--- src/rtl/bit_router_pkg.sv ---
package bit_router_pkg;
  localparam int DEF_CH = 16;
  localparam int DEF_W  = 8;

  function automatic int addr_bits(input int n);
    return (n <= 1) ? 1 : $clog2(n);
  endfunction
endpackage

--- src/rtl/src_sel8.sv ---
module src_sel8 #(
  parameter int GRP   = 8,
  parameter int SEL_W = 3
) (
  input  logic [GRP-1:0]   msbs,
  input  logic [SEL_W-1:0] sel,
  input  logic             off,
  output logic             bit_o
);
  always_comb begin
    bit_o = 1'b0;
    if (!off) bit_o = msbs[sel];
  end
endmodule

--- src/rtl/hot_decoder.sv ---
module hot_decoder #(
  parameter int N      = 16,
  parameter int ADDR_W = 4
) (
  input  logic [ADDR_W-1:0] addr,
  input  logic              inhibit,
  output logic [N-1:0]      hot,
  output logic [N-1:0]      line
);
  always_comb begin
    for (int i = 0; i < N; i++) begin
      hot[i]  = (addr == ADDR_W'(i));
      line[i] = hot[i] && !inhibit;
    end
  end
endmodule

--- src/rtl/bit_router.sv ---
module bit_router
  import bit_router_pkg::*;
#(
  parameter int NUM_CH = DEF_CH,
  parameter int WORD_W = DEF_W
) (
  input  logic                     clk,
  input  logic                     rst,
  input  logic                     load_en,
  input  logic [NUM_CH*WORD_W-1:0] load_data,
  input  logic                     xfer_valid,
  input  logic [addr_bits(NUM_CH)-1:0] src_addr,
  input  logic [addr_bits(NUM_CH)-1:0] dst_addr,
  output logic [NUM_CH*WORD_W-1:0] out_words,
  output logic                     frame_strobe
);
  localparam int ADDR_W = addr_bits(NUM_CH);
  localparam int GRP    = NUM_CH / 2;
  localparam int SEL_W  = ADDR_W - 1;

  logic [NUM_CH*WORD_W-1:0] in_flat;
  logic [NUM_CH-1:0]        msb_vec;
  logic [1:0]               grp_bit;
  logic                     bus_bit;
  logic [NUM_CH-1:0]        dec_hot;
  logic [NUM_CH-1:0]        dec_line;
  logic [ADDR_W-1:0]        xfer_cnt;
  logic                     xfer_ok;
  logic                     frame_end;

  assign xfer_ok   = xfer_valid && !load_en;
  assign frame_end = xfer_ok && (xfer_cnt == ADDR_W'(NUM_CH - 1));

  // input shift registers, MSB presented to the selectors
  genvar gi;
  generate
    for (gi = 0; gi < NUM_CH; gi++) begin : g_in
      always_ff @(posedge clk) begin
        if (rst)
          in_flat[gi*WORD_W +: WORD_W] <= '0;
        else if (load_en)
          in_flat[gi*WORD_W +: WORD_W] <= load_data[gi*WORD_W +: WORD_W];
        else if (frame_end)
          in_flat[gi*WORD_W +: WORD_W] <= {in_flat[gi*WORD_W +: WORD_W-1], 1'b0};
      end
      assign msb_vec[gi] = in_flat[gi*WORD_W + WORD_W - 1];
    end

    // two eight-way selectors sharing one bus bit; the unused one is disabled
    for (gi = 0; gi < 2; gi++) begin : g_sel
      src_sel8 #(.GRP(GRP), .SEL_W(SEL_W)) u_sel (
        .msbs (msb_vec[gi*GRP +: GRP]),
        .sel  (src_addr[SEL_W-1:0]),
        .off  (src_addr[ADDR_W-1] != 1'(gi)),
        .bit_o(grp_bit[gi])
      );
    end
  endgenerate

  assign bus_bit = grp_bit[0] | grp_bit[1];

  // bus bit inverted into the inhibit input: selected line equals the bus bit
  hot_decoder #(.N(NUM_CH), .ADDR_W(ADDR_W)) u_dec (
    .addr   (dst_addr),
    .inhibit(~bus_bit),
    .hot    (dec_hot),
    .line   (dec_line)
  );

  generate
    for (gi = 0; gi < NUM_CH; gi++) begin : g_out
      always_ff @(posedge clk) begin
        if (rst)
          out_words[gi*WORD_W +: WORD_W] <= '0;
        else if (xfer_ok && dec_hot[gi])
          out_words[gi*WORD_W +: WORD_W] <= {out_words[gi*WORD_W +: WORD_W-1], dec_line[gi]};
      end
    end
  endgenerate

  // transfer sequencer
  always_ff @(posedge clk) begin
    if (rst) begin
      xfer_cnt     <= '0;
      frame_strobe <= 1'b0;
    end else begin
      frame_strobe <= frame_end;
      if (load_en)
        xfer_cnt <= '0;
      else if (xfer_ok)
        xfer_cnt <= (xfer_cnt == ADDR_W'(NUM_CH - 1)) ? '0 : xfer_cnt + 1'b1;
    end
  end
endmodule

--- config.mk ---
export PLATFORM = sky130hd
export DESIGN_NAME = bit_router
export DESIGN_NICKNAME = d
export VERILOG_FILES = /design/src/rtl/bit_router_pkg.sv /design/src/rtl/src_sel8.sv /design/src/rtl/hot_decoder.sv /design/src/rtl/bit_router.sv
export SDC_FILE = /design/constraint.sdc
export NUM_CORES = 1
export LEC_CHECK = 0
export BUFFER_PORTS_ARGS = -buffer_cell sky130_fd_sc_hd__buf_2
export CELL_PAD_IN_SITES_DETAIL_PLACEMENT = 1
export CELL_PAD_IN_SITES_GLOBAL_PLACEMENT = 1
export CORE_AREA = 2 2 180 182
export DETAILED_ROUTE_END_ITERATION = 6
export DIE_AREA = 0 0 182 184
export PLACE_DENSITY_LB_ADDON = 0.1
export RECOVER_POWER = 100
export SLEW_MARGIN = 15
export SYNTH_ARGS = -nofsm -noshare
export SYNTH_HDL_FRONTEND = slang
export SYNTH_HIERARCHICAL = 1
export SYNTH_SLANG_ARGS = --single-unit
--- constraint.sdc ---
create_clock -name clk -period 2 [get_ports clk]
set_clock_uncertainty 0.1 [all_clocks]
set_input_delay 0.2 -clock clk [delete_from_list [all_inputs] [get_ports clk]]
set_output_delay 0.2 -clock clk [all_outputs]
set_load 0.03 [all_outputs]
Word-level counts from Yosys, hierarchy flattened
Cells that the tools add are included.
{"block": "classes", "n_addsub": 1, "order_cmp": 1, "eq_ne": 16, "n_mux": 39, "bitwise": 1, "reduce_logical": 38}
{"operator": "two-way mux 8 bit", "count": 32}
{"operator": "equality test 4 bit (second input constant)", "count": 9}
{"operator": "logical AND 1 bit", "count": 34}
{"operator": "equality test 4 x 3 -> 1 bit (second input constant)", "count": 4}
{"operator": "equality test 4 x 2 -> 1 bit (second input constant)", "count": 2}
{"operator": "binary-select mux 1 bit (select 3 bit)", "count": 2}
{"operator": "adder 4 x 1 -> 4 bit (second input constant)", "count": 1}
{"operator": "equality test 4 x 1 -> 1 bit (second input constant)", "count": 1}
{"operator": "zero test 4 bit", "count": 1}
{"operator": "< comparator 3 x 4 -> 1 bit (second input constant)", "count": 1}
{"operator": "two-way mux 1 bit", "count": 4}
{"operator": "two-way mux 4 bit", "count": 1}
{"operator": "nonzero test 2 bit", "count": 1}
{"operator": "OR reduction 2 bit", "count": 1}
{"operator": "zero test 1 bit", "count": 1}
{"operator": "OR 1 bit", "count": 1}
{"block": "totals", "regBits": 261, "inputBits": 140, "out_inout_bits": 129, "wordCells": 130}

Longest topological paths before layout
{"block": "depth", "depth_word": 5, "mapped_depth": 8, "mapped_depth_nobuf": 8}

Modules after synthesis
Netlist, hierarchy kept.
{"mod": "bit_router", "n_inst": 1, "cells_each": 1145, "area_each_um2": 10822.9, "seq_area_each_um2": 5225.0}
{"mod": "hot_decoder", "n_inst": 1, "cells_each": 48, "area_each_um2": 241.5, "seq_area_each_um2": 0.0}
{"mod": "src_sel8", "n_inst": 2, "cells_each": 8, "area_each_um2": 73.8, "seq_area_each_um2": 0.0}

Worst setup path before layout
OpenSTA, ideal clock, no wires.
{"block": "synth_path", "path_type": "register -> register", "startpoint": "register in_flat[111]", "endpoint": "register out_words[104]", "setup_ps": 128, "t_arrival_ps": 1467, "required_time_ps": 1772, "path_slack_ps": 306, "path_stages_with_launch": 9, "path_buffers": 0, "synth_period_minus_slack_ps": 1694, "path_cell_list": "dfxtp_1 > mux4_1 > nor2_1 > a311oi_1 > nor2_1 > nand3b_1 > nor2_1 > mux2i_1 > nor2_1"}
{"block": "synth_via", "elab_chain_len": 5}
{"item": "start: declaration", "line": "bit_router.sv:21", "rtl": "logic [NUM_CH*WORD_W-1:0] in_flat;"}
{"item": "start signal: indexed assignment", "line": "bit_router.sv:42", "rtl": "in_flat[gi*WORD_W +: WORD_W] <= load_data[gi*WORD_W +: WORD_W];"}
{"item": "start signal: indexed assignment", "line": "bit_router.sv:44", "rtl": "in_flat[gi*WORD_W +: WORD_W] <= {in_flat[gi*WORD_W +: WORD_W-1], 1'b0};"}
{"item": "binary-select mux 1 bit (select 3 bit)", "line": "src_sel8.sv:12", "rtl": "if (!off) bit_o = msbs[sel];"}
{"item": "two-way mux 1 bit (implied by the code)", "line": "src_sel8.sv:12"}
{"item": "two-way mux 1 bit", "line": "src_sel8.sv:12"}
{"item": "net grp_bit[1]", "line": "bit_router.sv:23", "rtl": "logic [1:0] grp_bit;"}
{"item": "OR 1 bit", "line": "bit_router.sv:60", "rtl": "assign bus_bit = grp_bit[0] | grp_bit[1];"}
{"item": "logical AND 1 bit", "line": "hot_decoder.sv:13", "rtl": "line[i] = hot[i] && !inhibit;"}
{"item": "net dec_line[13]", "line": "bit_router.sv:26", "rtl": "logic [NUM_CH-1:0] dec_line;"}
{"item": "end signal: indexed assignment", "line": "bit_router.sv:76", "rtl": "out_words[gi*WORD_W +: WORD_W] <= {out_words[gi*WORD_W +: WORD_W-1], dec_line[gi]};"}
{"item": "end: declaration", "line": "bit_router.sv:14", "rtl": "output logic [NUM_CH*WORD_W-1:0] out_words,"}
The timed path passes the listed nets, and every way through them passes these cells. The select of a mux whose other input is x is not followed.
A chain may end at the register's enable or synchronous reset.

Worst setup path in the final report
{"block": "layout_path", "startpoint": "register xfer_cnt[1]", "endpoint": "register in_flat[95]"}
{"block": "layout_via", "elab_chain_len": 3}
{"item": "start: declaration", "line": "bit_router.sv:27", "rtl": "logic [ADDR_W-1:0] xfer_cnt;"}
{"item": "start signal: assignment", "line": "bit_router.sv:91", "rtl": "xfer_cnt <= (xfer_cnt == ADDR_W'(NUM_CH - 1)) ? '0 : xfer_cnt + 1'b1;"}
{"item": "equality test 4 bit", "line": "bit_router.sv:32", "rtl": "assign frame_end = xfer_ok && (xfer_cnt == ADDR_W'(NUM_CH - 1));"}
{"item": "logical AND 1 bit", "line": "bit_router.sv:32"}
{"item": "nonzero test 2 bit (no source line)"}
No other way between the ends.

==> flow_summary.ini <==
[detailed_routing]
num_vias = 10100
via_per_inst = 5.00
wirelength_met1_um = 15000
drtAntennaViolNets = 0
wl_per_cell_um = 16.7
drt_iter0_markers = 513
wl_met3_um = 1730
drt-total-wl_um = 33700
wl_met2_um = 16300
post-route-drc-count = 0
drt-pass1-iter-count = 6
top_layer = met5

[finish]
drive_gt1_share_pct = 19.4
synthToLayoutAreaGrowth_pct = 37.4
fin_nets = 1727
stdcell_count = 2019

[timing]
maxSlewHeadroom_pct = 58.6
slew_violations = 0
setup_viol = 0
period_share_pct = 95.9
period_minus_slack_ns = 1.92
fin_ws_ns = 0.0811
fmax_mhz = 521
hold_viol = 0
rsz0062_at_grt = yes
tns_ns = 0
worst_pin_slew_ns = 0.621

[clock_network]
clk_latency_ns = 0.50
numCtsBuffers = 34
clockRootBuffer = clkbuf_16
htreeDepth = 2
cts_sinks = 261
cts_tree = built
clk_pin_slew_ns = 0.06
clockBufferDepth = 3

[global_route]
grt-ovfl-total = 0
first_global_vias = 10400
grt_usage_pct = 19.5
grt_pass1_wl_um = 53900
grt_max_degree = 70
antenna_found_initial = 6

[power_and_ir_drop]
p_total_mw = 12.8
peakVddDrop_v = 0.000520
p_leak_nw = 6.91
powerDensity_nw_per_um2 = 833

[synthesis]
synth_edf_count = 0
async_reset_ff_share_pct = 0
synth_area_um2 = 11200
synth-main-ff-cell = dfxtp_1
synth_most_common_cell = dfxtp_1
synthTopCellsByArea = dfxtp_1 47%, mux2i_1 12%, nor3_1 8.8%
post-synth-top-area-cell = dfxtp_1
ys_seq_area_share_pct = 46.6
syn_inst = 1209
avgSynthCellArea_um2 = 9.27
synth-seq-cells = 261
syn-num-nets = 1350
synth_commonest_cells = 261 x dfxtp_1, 197 x nor3_1, 180 x nor2_1
ys_types = 31
yosysWarnings = 6
yosysTopAreaCellShare_pct = 46.6

[worst_hold_path]
hold_depth = 3
hold_class = in2reg

[floorplan]
rows = 65
dieArea_um2 = 33500
start_util_pct = 35.7
die_y_um = 184
io_pins = 269
die_x_um = 182
core_area_um2 = 31400

[critical_path]
crit_type = reg2reg
cp.required_ns = 2.24
crit_path_max_fanout = 8
cp-end-kind = flop
critPathLaunchType = flop
r2r_cells = 6
arrival_ns = 2.16

[placed_design]
place_inst = 1815
numPortBuffers = 268
post-dp-hpwl_um = 21700
dp_slack_ns = -0.266
gp_congestion = 0.743

[run_status]
outcome = complete, no violations

[run]
cap_violations = 0
## cell usage in the layout (no fill, tap or decap), types with 17 or more instances in the layout
cell type,instances
nor3_1,197
nand2_1,19
clkbuf_16,38
buf_4,36
nor2b_1,32
a2111oi_0,72
a2111oi_2,37
dlygate4sd3_1,129
dfxtp_1,253
nor2_1,173
mux2i_1,133
a21oi_1,17
inv_1,83
buf_2,137
nand3b_1,33
clkbuf_1,144
## metrics by stage
step / util, % / hold WS (ns) / area, µm²
after floorplan: - / 0.245 / 11200
after global placement: 41.7 / 0.355 / 13100
after detailed placement: 41.7 / 0.359 / 13100
after CTS: 49.7 / 0.0540 / 15600
after global routing: 49.1 / 0.0817 / 15400
final: 49.1 / 0.0736 / 15400
## metal layers
| metal | track usage [%] | vias to the layer above |
|---|---|---|
| met3 | 4.71 | 49 |
| met5 | 0 | - |
| met4 | 5.68 | 2 |
| li1 | - | 5000 |
| met2 | 34.1 | 199 |
| met1 | 24.0 | 4846 |
## what timing repair did
| action | 4_1_cts | 5_1_grt |
|---|---|---|
| hold buffers | 129 | 0 |
| pin swaps | 5 | 19 |
| buffers inserted | 1 | 8 |
| endpoints found under the setup margin | 16 | 45 |
| gates cloned | 0 | 1 |
| hold endpoints to repair | 130 | 0 |
| gates resized for setup | 6 | 18 |
## final timing paths
| kind | from | endpoint | slack (ns) |
|---|---|---|---|
| worst max-delay path | xfer_cnt[1]$_SDFFE_PP0N_ | in_flat[95]$_SDFFE_PP0P_ | 0.08 |
| worst min-delay path | load_en | in_flat[16]$_SDFFE_PP0P_ | 0.07 |
| worst max register to register | xfer_cnt[1]$_SDFFE_PP0N_ | in_flat[95]$_SDFFE_PP0P_ | 0.08 |
| worst min register to register | in_flat[112]$_SDFFE_PP0P_ | in_flat[112]$_SDFFE_PP0P_ | 0.39 |
## flip-flops by register name (all words and copies together) (netlist names)
name and count:
in_flat 128, out_words 128, xfer_cnt 4, frame_strobe 1
## where the power goes
part	switching, mW	internal, mW	total (mW)
Clock	2.31	3.97	6.28
Combinational	0.531	0.556	1.09
Sequential	0.0889	5.38	5.47
## kinds of logic (layout without fill, tap and decap cells)
logic type	count (synthesis)	count (layout)	synth area share, %
AO/OA/AOI/OAI	133	133	12.6
XOR/XNOR	2	2	0.156
adder cells (fa/ha/maj)	1	1	0.112
buffers and inverters	202	605	7.82
flip-flops	261	261	46.6
multiplexers	135	135	12.3
other	0	5	0
AND/OR/NAND/NOR	475	475	20.4
## final cells by class
type / instances / area, µm²
Multi-Input combinational cell: 746 / 5060
Tap cell: 402 / 503
Antenna cell: 5 / 12.5
Fill cell: 3658 / 16000
Inverter: 83 / 312
Clock buffer: 54 / 1120
Clock inverter: 8 / 70.1
Timing Repair Buffer: 460 / 3090
Sequential cell: 261 / 5240
## worst max-delay path, cell delays in order, from the launching register on
cell	delay, ns
dfxtp_1	0.37
ha_1	0.21
and4_4	0.28
buf_4	0.15
buf_4	0.16
nor3_1	0.05
a2111oi_0	0.43
No activity file was read; power rests on OpenSTA's default activity.
